### src/rtl/jtu_pkg.sv
package jtu_pkg;

  typedef enum logic [1:0] {
    JTU_NONE  = 2'd0,
    JTU_JAL   = 2'd1,
    JTU_JALR  = 2'd2,
    JTU_AUIPC = 2'd3
  } jtu_op_e;

  localparam int unsigned JTU_OP_W = 2;

endpackage

### src/rtl/jtu_target_calc.sv
// Redirect target for the two jump kinds.
module jtu_target_calc
  import jtu_pkg::*;
#(
  parameter int unsigned XLEN   = 32,
  parameter int unsigned JOFF_W = 20,
  parameter int unsigned IOFF_W = 12
) (
  input  jtu_op_e           op,
  input  logic [XLEN-1:0]   pc,
  input  logic [XLEN-1:0]   rs1,
  input  logic [JOFF_W-1:0] joff,
  input  logic [IOFF_W-1:0] ioff,
  output logic              redirect,
  output logic [XLEN-1:0]   target
);

  localparam int unsigned JEXT = XLEN - JOFF_W - 1;
  localparam int unsigned IEXT = XLEN - IOFF_W;

  logic [XLEN-1:0] joff_x;
  logic [XLEN-1:0] ioff_x;
  logic [XLEN-1:0] rel_sum;
  logic [XLEN-1:0] ind_sum;

  // halfword offset: implicit zero LSB, bit 1 left as computed
  assign joff_x  = {{JEXT{joff[JOFF_W-1]}}, joff, 1'b0};
  assign ioff_x  = {{IEXT{ioff[IOFF_W-1]}}, ioff};
  assign rel_sum = pc + joff_x;
  assign ind_sum = rs1 + ioff_x;

  always_comb begin
    redirect = 1'b0;
    target   = '0;
    unique case (op)
      JTU_JAL: begin
        redirect = 1'b1;
        target   = rel_sum;
      end
      JTU_JALR: begin
        redirect = 1'b1;
        target   = {ind_sum[XLEN-1:1], 1'b0};
      end
      default: ;
    endcase
  end

endmodule

### src/rtl/jtu_wb_calc.sv
// Write-back value: link address or upper-immediate sum.
module jtu_wb_calc
  import jtu_pkg::*;
#(
  parameter int unsigned XLEN   = 32,
  parameter int unsigned UIMM_W = 20,
  parameter int unsigned RIDX_W = 5
) (
  input  jtu_op_e           op,
  input  logic [XLEN-1:0]   pc,
  input  logic [UIMM_W-1:0] uimm,
  input  logic [RIDX_W-1:0] rd,
  input  logic              is_short,
  output logic              wr_en,
  output logic [XLEN-1:0]   wr_data
);

  localparam int unsigned LOW_ZEROS = XLEN - UIMM_W;

  logic [XLEN-1:0] step;
  logic [XLEN-1:0] link;
  logic [XLEN-1:0] upper_x;
  logic [XLEN-1:0] upper_sum;
  logic            rd_live;

  assign step      = is_short ? XLEN'(2) : XLEN'(4);
  assign link      = pc + step;
  assign upper_x   = {uimm, {LOW_ZEROS{1'b0}}};
  assign upper_sum = pc + upper_x;
  assign rd_live   = |rd;

  always_comb begin
    wr_en   = 1'b0;
    wr_data = '0;
    if (rd_live) begin
      unique case (op)
        JTU_JAL, JTU_JALR: begin
          wr_en   = 1'b1;
          wr_data = link;
        end
        JTU_AUIPC: begin
          wr_en   = 1'b1;
          wr_data = upper_sum;
        end
        default: ;
      endcase
    end
  end

endmodule

### src/rtl/jtu_out_stage.sv
// Optional output register with synchronous reset.
module jtu_out_stage #(
  parameter int unsigned W      = 66,
  parameter bit          REGOUT = 1'b1
) (
  input  logic         clk,
  input  logic         rst,
  input  logic [W-1:0] d,
  output logic [W-1:0] q
);

  generate
    if (REGOUT) begin : g_reg
      logic [W-1:0] q_r;
      always_ff @(posedge clk) begin
        if (rst) q_r <= '0;
        else     q_r <= d;
      end
      assign q = q_r;
    end else begin : g_thru
      assign q = d;
    end
  endgenerate

endmodule

### src/rtl/jump_target_unit.sv
module jump_target_unit
  import jtu_pkg::*;
#(
  parameter int unsigned XLEN   = 32,
  parameter int unsigned JOFF_W = 20,
  parameter int unsigned IOFF_W = 12,
  parameter int unsigned UIMM_W = 20,
  parameter int unsigned RIDX_W = 5,
  parameter bit          REGOUT = 1'b1
) (
  input  logic              clk,
  input  logic              rst,
  input  logic [1:0]        op_i,
  input  logic [XLEN-1:0]   pc_i,
  input  logic [XLEN-1:0]   rs1_i,
  input  logic [JOFF_W-1:0] jal_off_i,
  input  logic [IOFF_W-1:0] jalr_off_i,
  input  logic [UIMM_W-1:0] upper_imm_i,
  input  logic [RIDX_W-1:0] rd_i,
  input  logic              short_i,
  output logic              redirect_o,
  output logic [XLEN-1:0]   target_o,
  output logic              wr_en_o,
  output logic [XLEN-1:0]   wr_data_o
);

  localparam int unsigned PACK_W = 2 * XLEN + 2;

  jtu_op_e         op;
  logic            redir_c;
  logic [XLEN-1:0] tgt_c;
  logic            we_c;
  logic [XLEN-1:0] wd_c;
  logic [PACK_W-1:0] pack_d;
  logic [PACK_W-1:0] pack_q;

  assign op = jtu_op_e'(op_i);

  jtu_target_calc #(
    .XLEN(XLEN), .JOFF_W(JOFF_W), .IOFF_W(IOFF_W)
  ) u_tgt (
    .op(op), .pc(pc_i), .rs1(rs1_i), .joff(jal_off_i), .ioff(jalr_off_i),
    .redirect(redir_c), .target(tgt_c)
  );

  jtu_wb_calc #(
    .XLEN(XLEN), .UIMM_W(UIMM_W), .RIDX_W(RIDX_W)
  ) u_wb (
    .op(op), .pc(pc_i), .uimm(upper_imm_i), .rd(rd_i), .is_short(short_i),
    .wr_en(we_c), .wr_data(wd_c)
  );

  assign pack_d = {redir_c, tgt_c, we_c, wd_c};

  jtu_out_stage #(.W(PACK_W), .REGOUT(REGOUT)) u_out (
    .clk(clk), .rst(rst), .d(pack_d), .q(pack_q)
  );

  assign redirect_o = pack_q[PACK_W-1];
  assign target_o   = pack_q[PACK_W-2 -: XLEN];
  assign wr_en_o    = pack_q[XLEN];
  assign wr_data_o  = pack_q[XLEN-1:0];

  generate
    if (REGOUT) begin : g_chk
      // the zero register is never written
      a_r6_no_x0_write: assert property (@(posedge clk) disable iff (rst)
        (!$past(rst) && $past(rd_i) == '0) |-> (!wr_en_o && wr_data_o == '0));

      // indirect target always has bit 0 clear
      a_r3_jalr_even: assert property (@(posedge clk) disable iff (rst)
        (!$past(rst) && $past(op_i) == 2'd2) |-> (redirect_o && !target_o[0]));

      // upper-immediate add keeps PC low bits and never redirects
      a_r4_auipc_low_bits: assert property (@(posedge clk) disable iff (rst)
        (!$past(rst) && $past(op_i) == 2'd3)
          |-> (!redirect_o && target_o == '0 &&
               (!wr_en_o || wr_data_o[XLEN-UIMM_W-1:0] == $past(pc_i[XLEN-UIMM_W-1:0]))));

      // no-op produces nothing
      a_r8_idle_quiet: assert property (@(posedge clk) disable iff (rst)
        (!$past(rst) && $past(op_i) == 2'd0) |-> (!redirect_o && !wr_en_o));

      // link value is the next instruction address
      a_r5_link_step: assert property (@(posedge clk) disable iff (rst)
        (!$past(rst) && $past(op_i[0] ^ op_i[1]) && wr_en_o)
          |-> (wr_data_o == $past(pc_i) + ($past(short_i) ? XLEN'(2) : XLEN'(4))));

      // outputs change only from inputs registered at an edge
      a_r9_redirect_src: assert property (@(posedge clk) disable iff (rst)
        redirect_o |-> ($past(op_i) == 2'd1 || $past(op_i) == 2'd2));
    end
  endgenerate

endmodule

### config.mk
export PLATFORM = sky130hd
export DESIGN_NAME = jump_target_unit
export DESIGN_NICKNAME = d
export VERILOG_FILES = /design/src/rtl/jtu_pkg.sv /design/src/rtl/jtu_target_calc.sv /design/src/rtl/jtu_wb_calc.sv /design/src/rtl/jtu_out_stage.sv /design/src/rtl/jump_target_unit.sv
export SDC_FILE = /design/constraint.sdc
export NUM_CORES = 1
export LEC_CHECK = 0
export CORE_MARGIN = 2
export CORE_UTILIZATION = 45
export CTS_CLUSTER_DIAMETER = 120
export DETAILED_ROUTE_END_ITERATION = 7
export DONT_BUFFER_PORTS = 1
export HOLD_SLACK_MARGIN = 0.12
export PLACE_DENSITY_LB_ADDON = 0.05
export SYNTH_ARGS = -nofsm -noshare
export SYNTH_HDL_FRONTEND = slang
export SYNTH_SLANG_ARGS = --single-unit
### constraint.sdc
create_clock -name clk -period 7.3 [get_ports clk]
set_input_delay 1.095 -clock clk [delete_from_list [all_inputs] [get_ports clk]]
set_output_delay 1.095 -clock clk [all_outputs]
set_load 0.1 [all_outputs]
==> flow_metrics.tcl, run 1 <==
set metrics [dict create \
    status "finished, final reports clean" \
    ioPinCount 192 \
    fp.dieW_um 123.8 \
    placementRows 43 \
    floorplan.initialDensity_pct 46.36 \
    ff_latch_area_mm2 0.001321 \
    clk_pin_slew_ps 60 \
    synth_area_leader_cell "dfxtp_1" \
    synth_mux_area_share_pct 0.3293 \
    ant_nets 0 \
    synthAdderAreaFrac_pct 17.70 \
    grt_pass1_vias 5801 \
    remaining_drc_errors 0 \
    p_sw_share_pct 40.80 \
    drive_gt1_share_pct 4.089 \
    grt_max_degree 31 \
    die-area_mm2 0.01533 \
    port_buffers 0 \
    cts_tree "done" \
    htreeDepth 3 \
    cts_buffers 9 \
    largest_reg_flops 66 \
    cts.sinks 66 \
    ys_async_sr_fraction_pct 0 \
    start_kind "input port" \
    cp.required_ps 7480 \
    crit_arrival_ps 3810 \
    hold_ws_ps 817.7 \
    min_path_cells 1 \
    ys_ff_latch 66 \
    syn_area_per_cell_um2 7.975 \
    cts-hold-fix-buffers 0 \
    track_usage_pct 23.73 \
    hold_start "rst" \
    grt_overflow_total 0 \
    fmax_mhz 275.8 \
    fill_cells 1406 \
    dr.first_iter.drc_count 538 \
    finalMaxSlewViolations 0 \
    grt_pass1_wl_mm 28.50 \
    tightest_slew_ps 1013 \
    ys_top_cells_by_area "dfxtp_1, ha_1, xnor2_1, xor2_1, a21oi_1" \
    ir_drop_mv 0.09406 \
    p_int_mw 0.8534 \
    report.final.hold_viol_count 0 \
    power_leakage_nw 2.981 \
    tns_ps 0 \
    first_pass_iters 5 \
    synth_top_family_by_area "compound AO/OA/AOI/OAI gates" \
    postLayoutCoreUtil_pct 49.64 \
    pwr-share-seq_pct 39.2 \
    syn-cell-area_mm2 0.006460 \
    hold_end "u_out.q[33]" \
    vias 5967 \
    antenna_found_initial 0 \
    cts_resized 0 \
    period_needed_ps 3626 \
    power_frac_clock_pct 30.7 \
    post-dp-hpwl_mm 14.68 \
    routed_via_density 6.046 \
    core-area_mm2 0.01393 \
    slew_headroom_pct 32.38 \
    finalSetupViolCount 0 \
    power_density_mw_per_mm2 208.4 \
    root_buffer "clkbuf_16" \
    switching_power_mw 0.5880 \
    die_h_um 123.8 \
    crit_type "in2reg" \
    synth_ff_type "dfxtp_1" \
    wl_per_cell_um 18.57 \
    multi_input_area_mm2 0.004959 \
    synth.distinct_cells 64 \
    synth_compound_area_share_pct 28.22 \
    drt-total-wl_mm 18.33 \
    rsz0062_at_grt "false" \
    max_cap_viol_count 0 \
    end_kind "flip-flop" \
    seq_area_frac_synth_pct 20.45 \
    synth_nets 1025 \
    synth_simple_gate_area_share_pct 18.03 \
    synth_top_area_share_pct 20.45 \
    worstHoldPathType "in2reg" \
    synth_xor_area_share_pct 12.47 \
    area_growth_pct 7.069 \
    clk_path_buf_depth 2 \
    fin_nets 1017 \
    finalCritPeriodShare_pct 49.67 \
    syn_inst 810 \
    post_cts_buffers 0 \
    gp_congestion 0.9058 \
    synth-edff-count 0 \
    ys_warn_count 0 \
    num_antenna_cells 0 \
    pwr-share-comb_pct 30.1 \
    critPathMaxFanout 4 \
]
power groups by stage:
stage          clock (mW)  sequential [mW]  combinational [mW]
5_1_grt             0.468            0.568               0.483
6_report            0.442            0.565               0.434
4_1_cts             0.453            0.566               0.429
3_5_place_dp            0            0.573               0.425
2_1_floorplan           0            0.568               0.346
3_3_place_gp            0            0.573               0.419
synth_stat cells (3+ instances only):
library cell	n
nand3_1	28
o21ai_0	31
o22ai_1	27
o21bai_1	8
xnor2_1	48
or3_1	5
o211ai_1	5
and4_1	3
a31oi_1	5
nand2_1	55
nor2_1	73
inv_1	28
nand4_1	5
nor3_1	13
nand2b_1	10
a21o_1	44
and2_1	3
ha_1	85
a31o_2	3
a211oi_1	8
o21a_1	7
fa_1	4
xor2_1	44
nor3b_1	6
clkbuf_1	20
a41oi_1	3
o21ai_1	6
and3_1	13
nand3b_1	5
a22oi_1	17
o31ai_1	7
a21oi_1	73
nor2b_1	14
dfxtp_1	66
worst max-delay path, stage by stage:
cell      delay [ps]
ha_1             140
inv_1             50
fa_1             400
nor2b_1          130
o21ai_0           80
nand2b_1         120
a21oi_1          150
o31ai_1          530
a21oi_2          180
o31ai_1          390
a41oi_1          200
xnor2_1          240
o22ai_1          100
metal layers:
| layer | up-vias | routed length (um) | global-route usage [%] |
|---|---|---|---|
| met5 | - | 0 | 0 |
| met4 | 0 | 430 | 7.955 |
| met3 | 34 | 1566 | 7.509 |
| met2 | 212 | 8108 | 37.29 |
| met1 | 2759 | 8224 | 30.72 |
| li1 | 2962 | - | - |
worst max path at each step:
stage	start	end	slack [ps]	cells after the start
detailed placement	op_i[0]	u_out.q[54]	3430	8
global placement	op_i[0]	u_out.q[54]	3550	8
finish	pc_i[1]	u_out.q[64]	3670	13
global route	op_i[0]	u_out.q[54]	3430	8
CTS	pc_i[1]	u_out.q[64]	3780	13
floorplan	rs1_i[1]	u_out.q[63]	3910	12
per-stage QoR:
stage               worst slack, ps  total power [mW]  area, um^2  instances
floorplan                      3910            0.9140        6460        810
global placement               3548            0.9920        6618        971
detailed placement             3434            0.9979        6618        971
CTS                            3777             1.448        6917        987
global route                   3430             1.519        6917        987
finish                         3674             1.441        6917        987
final cells by class:
type                       instances  share of cell area (%)
clock inverter                     2                  0.5065
multi-input combinational        696                   71.69
sequential                        66                   19.10
tap                              180                   3.256
inverter                          28                   1.520
clock buffer                      14                   3.817
timing repair buffer               1                  0.1085
cell usage in the layout, fill, tap and decap left out, types with 6 or more instances in the layout:
master / synthesis / layout
a21oi_1: 73 / 73
a21o_1: 44 / 44
o21ai_1: 6 / 6
nor3_1: 13 / 13
nand3_1: 28 / 28
o22ai_1: 27 / 27
and3_1: 13 / 13
nor2b_1: 14 / 14
o21a_1: 7 / 7
a211oi_1: 8 / 8
xor2_1: 44 / 44
nand2_1: 55 / 55
o31ai_1: 7 / 7
clkbuf_16: 0 / 9
a22oi_1: 17 / 17
dfxtp_1: 66 / 66
xnor2_1: 48 / 48
nor3b_1: 6 / 6
ha_1: 85 / 85
nor2_1: 73 / 73
nand2b_1: 10 / 10
inv_1: 28 / 28
o21bai_1: 8 / 8
o21ai_0: 31 / 31
kinds of logic (layout without fill, tap and decap cells):
| kind of cell | after synthesis | in the layout |
|---|---|---|
| AOI/OAI and AO/OA | 273 | 273 |
| xor gates and xnor gates | 92 | 92 |
| adders and majority gates | 89 | 89 |
| buffers and inverters | 48 | 45 |
| DFF | 66 | 66 |
| muxes | 2 | 2 |
| and+or+nand+nor | 240 | 240 |
No activity file was read; power rests on OpenSTA's default activity.
==> inputs of run 2 (changes only) <==
==> constraint.sdc (replaced) <==
create_clock -name clk -period 3.2 [get_ports clk]
set_input_delay 0.48 -clock clk [delete_from_list [all_inputs] [get_ports clk]]
set_output_delay 0.48 -clock clk [all_outputs]
set_load 0.1 [all_outputs]
==> run 2 against run 1 <==
Net effect: worst hold slack got worse by 610 ps; via count fell by 0.82%; die area did not move; core utilization rose by 0.82 points; critical path depth did not move; clock power rose to 2.6 times the previous value; largest power group unchanged.
==> flow_metrics.tcl, run 2 (same netlist as run 1, synthesis figures left out) <==
set metrics [dict create \
    status "finished, final reports clean" \
    fmax_mhz 355.8 \
    fp.dieW_um 123.8 \
    port_buffers 0 \
    cts.sinks 66 \
    ant_nets 0 \
    placementRows 43 \
    rsz0062_at_grt "false" \
    grt_max_degree 30 \
    track_usage_pct 23.71 \
    ioPinCount 192 \
    num_antenna_cells 0 \
    layout_commonest_cell "ha_1" \
    finalCritPeriodShare_pct 87.82 \
    fin_ws_ps 389.6 \
    cts_resized 0 \
    fin_area_mm2 0.007030 \
    power_leakage_nw 3.037 \
    largest_reg_flops 66 \
    drt-total-wl_mm 18.17 \
    grt_overflow_total 0 \
    layout_common_cells "ha_1, nor2_1, a21oi_1, dfxtp_1, nand2_1" \
    report.final.hold_viol_count 0 \
    clk_path_buf_depth 2 \
    cts-hold-fix-buffers 0 \
    postLayoutCoreUtil_pct 50.45 \
    die_h_um 123.8 \
    remaining_drc_errors 0 \
    grt_pass1_wl_mm 28.44 \
    tightest_slew_ps 1018 \
    floorplan.initialDensity_pct 46.36 \
    area_growth_pct 8.832 \
    post_cts_buffers 0 \
    finalMaxSlewViolations 0 \
    post-dp-hpwl_mm 14.76 \
    fill_cells 1376 \
    drive_gt1_share_pct 5.399 \
    max_cap_viol_count 0 \
    root_buffer "clkbuf_16" \
    grt_pass1_vias 5712 \
    crit_type "in2reg" \
    pre_cts_ws_ps 135.0 \
    gp_congestion 0.8909 \
    crit_start "pc_i[1]" \
    hold_start "rst" \
    tns_ps 0 \
    crit_arrival_ps 3030 \
    worstHoldPathType "in2reg" \
    cts_tree "done" \
    slew_headroom_pct 32.06 \
    htreeDepth 3 \
    first_pass_iters 5 \
    period_needed_ps 2810 \
    routed_via_density 5.948 \
    start_kind "input port" \
    power_density_mw_per_mm2 490.7 \
    antenna_found_initial 0 \
    die-area_mm2 0.01533 \
    wl_per_cell_um 18.26 \
    cts_buffers 9 \
    core-area_mm2 0.01393 \
    ir_drop_mv 0.2583 \
    placed_area_mm2 0.006678 \
    critPathMaxFanout 4 \
    vias 5918 \
    hold_ws_ps 203.4 \
    finalSetupViolCount 0 \
    cp.required_ps 3420 \
    clk_pin_slew_ps 60 \
    end_kind "flip-flop" \
    dr.first_iter.drc_count 266 \
    fin_nets 1025 \
]
[run 2: cell count changes in the layout (fill, tap and decap cells not counted)]
| cell | previous run | this run |
|---|---|---|
| bufinv_16 | 1 | 3 |
| clkinvlp_4 | 0 | 2 |
| clkinv_2 | 1 | 0 |
| clkbuf_8 | 2 | 1 |
| buf_4 | 1 | 9 |
| clkbuf_1 | 3 | 0 |
| clkinv_4 | 0 | 1 |
[run 2: metal layers]
metal | up-vias | wire length (um) | track usage, %
met5 | - | 0 | 0
met4 | 0 | 572 | 10.65
met3 | 40 | 1366 | 5.128
met2 | 213 | 7901 | 36.37
met1 | 2687 | 8328 | 31.80
li1 | 2978 | - | -
[run 2: critical path, cell delays in order]
cell	delay (ps)
ha_1	150
inv_1	60
fa_1	410
nor2b_1	120
o21ai_0	80
nand2b_1	120
a21oi_1	140
o31ai_1	440
a21oi_2	160
o31ai_1	400
a41oi_1	210
xnor2_1	210
o22ai_1	80
[run 2: cell type report]
| cell class | count | area (um^2) | area share [%] |
|---|---|---|---|
| clock buffers | 10 | 239.0 | 3.399 |
| clock inverters | 6 | 113.9 | 1.620 |
| inverters | 28 | 105.1 | 1.495 |
| multi-input cells | 696 | 4959 | 70.53 |
| flip-flops and latches | 66 | 1321 | 18.79 |
| well taps | 180 | 225.2 | 3.203 |
| repair buffers | 9 | 67.56 | 0.9610 |
[run 2: report_power, final]
group	internal (mW)	total (mW)	switching [mW]
Sequential	0.876	1.29	0.411
Combinational	0.432	0.994	0.562
Clock	0.783	1.17	0.386
Total	2.09	3.45	1.36
[run 2: path summary, 6_finish.rpt]
path / endpoint / slack, ps / cells after the start
setup / recovery: u_out.q[64] / 390 / 13
hold / removal: u_out.q[33] / 200 / 1
[run 2: metrics by stage]
step	power (mW)	std cells
after floorplan	2.085	810
after global placement	2.273	979
after detailed placement	2.280	979
after CTS	3.465	995
after global routing	3.617	995
final	3.450	995
==> inputs of run 3 (changes only) <==
--- a/config.mk
+++ b/config.mk
@@ -11,7 +11,7 @@
 export DETAILED_ROUTE_END_ITERATION = 7
 export DONT_BUFFER_PORTS = 1
 export HOLD_SLACK_MARGIN = 0.12
-export PLACE_DENSITY_LB_ADDON = 0.05
+export PLACE_DENSITY = 0.59
 export SYNTH_ARGS = -nofsm -noshare
 export SYNTH_HDL_FRONTEND = slang
 export SYNTH_SLANG_ARGS = --single-unit
==> run 3 against run 2 <==
Net effect: combinational power shrank 0.4%; power fell by 7.9%; clock-buffer cell count is 3 higher.
==> flow_metrics.tcl, run 3 (same netlist as run 1, synthesis figures left out) <==
set metrics [dict create \
    status "finished, final reports clean" \
    crit_start "pc_i[1]" \
    ioPinCount 192 \
    layout_commonest_cell "ha_1" \
    finalMaxSlewViolations 0 \
    rsz0062_at_grt "false" \
    min_path_cells 1 \
    htreeDepth 3 \
    power_leakage_nw 3.002 \
    ant_nets 0 \
    period_needed_ps 2791 \
    fill_cells 1382 \
    cts_buffers 9 \
    floorplan.initialDensity_pct 46.36 \
    fin_nets 1024 \
    ir_drop_mv 0.2231 \
    grt_pass1_wl_mm 28.61 \
    p_total_mw 3.177 \
    grt_pass1_vias 5590 \
    hold_start "rst" \
    largest_reg_flops 66 \
    core-area_mm2 0.01393 \
    start_kind "input port" \
    finalCritPeriodShare_pct 87.23 \
    fp.dieW_um 123.8 \
    cts_tree "done" \
    finalSetupViolCount 0 \
    stdcell_count 994 \
    layout_common_cells "ha_1, nor2_1, a21oi_1, dfxtp_1, nand2_1" \
    cts-hold-fix-buffers 0 \
    grt_max_degree 30 \
    drt-total-wl_mm 18.30 \
    grt_overflow_total 0 \
    vias 5935 \
    crit_arrival_ps 2990 \
    area_growth_pct 7.360 \
    port_buffers 0 \
    critPathMaxFanout 4 \
    wl_per_cell_um 18.41 \
    crit_type "in2reg" \
    worstHoldPathType "in2reg" \
    root_buffer "clkbuf_16" \
    power_density_mw_per_mm2 458.1 \
    antenna_found_initial 0 \
    gp_congestion 0.8952 \
    drive_gt1_share_pct 4.914 \
    post-dp-hpwl_mm 14.75 \
    post_cts_buffers 0 \
    hold_end "u_out.q[33]" \
    cts_resized 0 \
    cts.sinks 66 \
    dr.first_iter.drc_count 344 \
    die_h_um 123.8 \
    die-area_mm2 0.01533 \
    routed_via_density 5.971 \
    num_antenna_cells 0 \
    hold_ws_ps 209.4 \
    slew_headroom_pct 32.36 \
    placementRows 43 \
    clk_path_buf_depth 2 \
    report.final.hold_viol_count 0 \
    max_cap_viol_count 0 \
    tightest_slew_ps 1013 \
    dp.cells 978 \
    remaining_drc_errors 0 \
    tns_ps 0 \
    track_usage_pct 23.85 \
    fmax_mhz 358.2 \
    clk_pin_slew_ps 50 \
    first_pass_iters 5 \
    cp.required_ps 3400 \
    end_kind "flip-flop" \
    postLayoutCoreUtil_pct 49.77 \
    ff_latch_area_mm2 0.001321 \
    multi_input_area_mm2 0.004959 \
]
-- run 3: cell count changes in the layout (fill, tap and decap cells not counted) --
cell and delta:
clkbuf_1 +3, buf_4 -1, clkinvlp_4 -2, clkinv_4 -1, clkinv_2 +3, bufinv_16 -3
-- run 3: cell type report --
type	instances	area share, %
sequential	66	19.05
multi-input combinational	696	71.50
inverter	28	1.515
clock buffer	13	3.608
clock inverter	3	0.2165
tap	180	3.247
timing repair buffer	8	0.8660
-- run 3: power breakdown --
part / switching (mW) / internal [mW]
Clock: 0.357 / 0.542
Combinational: 0.561 / 0.429
Sequential: 0.412 / 0.876
-- run 3: how the worst max path moves through the flow --
stage | end | slack (ps)
6_report | u_out.q[64] | 410
5_1_grt | u_out.q[64] | 110
4_1_cts | u_out.q[64] | 440
3_5_place_dp | u_out.q[64] | 100
3_3_place_gp | u_out.q[64] | 180
2_1_floorplan | u_out.q[63] | 420
-- run 3: routing by layer --
metal  routed length, um  vias up  global-route usage [%]
li1                    -     2983                       -
met5                   0        -                       0
met4                 242        0                   6.392
met2                8225      183                   37.40
met3                1434       17                   6.319
met1                8393     2752                   32.32
-- run 3: per-stage QoR --
stage,cell area [um^2],setup slack (ps)
6_report,6935,408.6
5_1_grt,6935,111.6
4_1_cts,6935,436.8
3_5_place_dp,6670,98.31
3_3_place_gp,6670,175.2
2_1_floorplan,6460,424.8
-- run 3: worst max-delay path, stage by stage --
cell and delay, ps:
ha_1 150, inv_1 50, fa_1 400, nor2b_1 120, o21ai_0 80, nand2b_1 110
a21oi_1 130, o31ai_1 460, a21oi_2 160, o31ai_1 370, a41oi_1 180, xnor2_1 190
o22ai_1 80
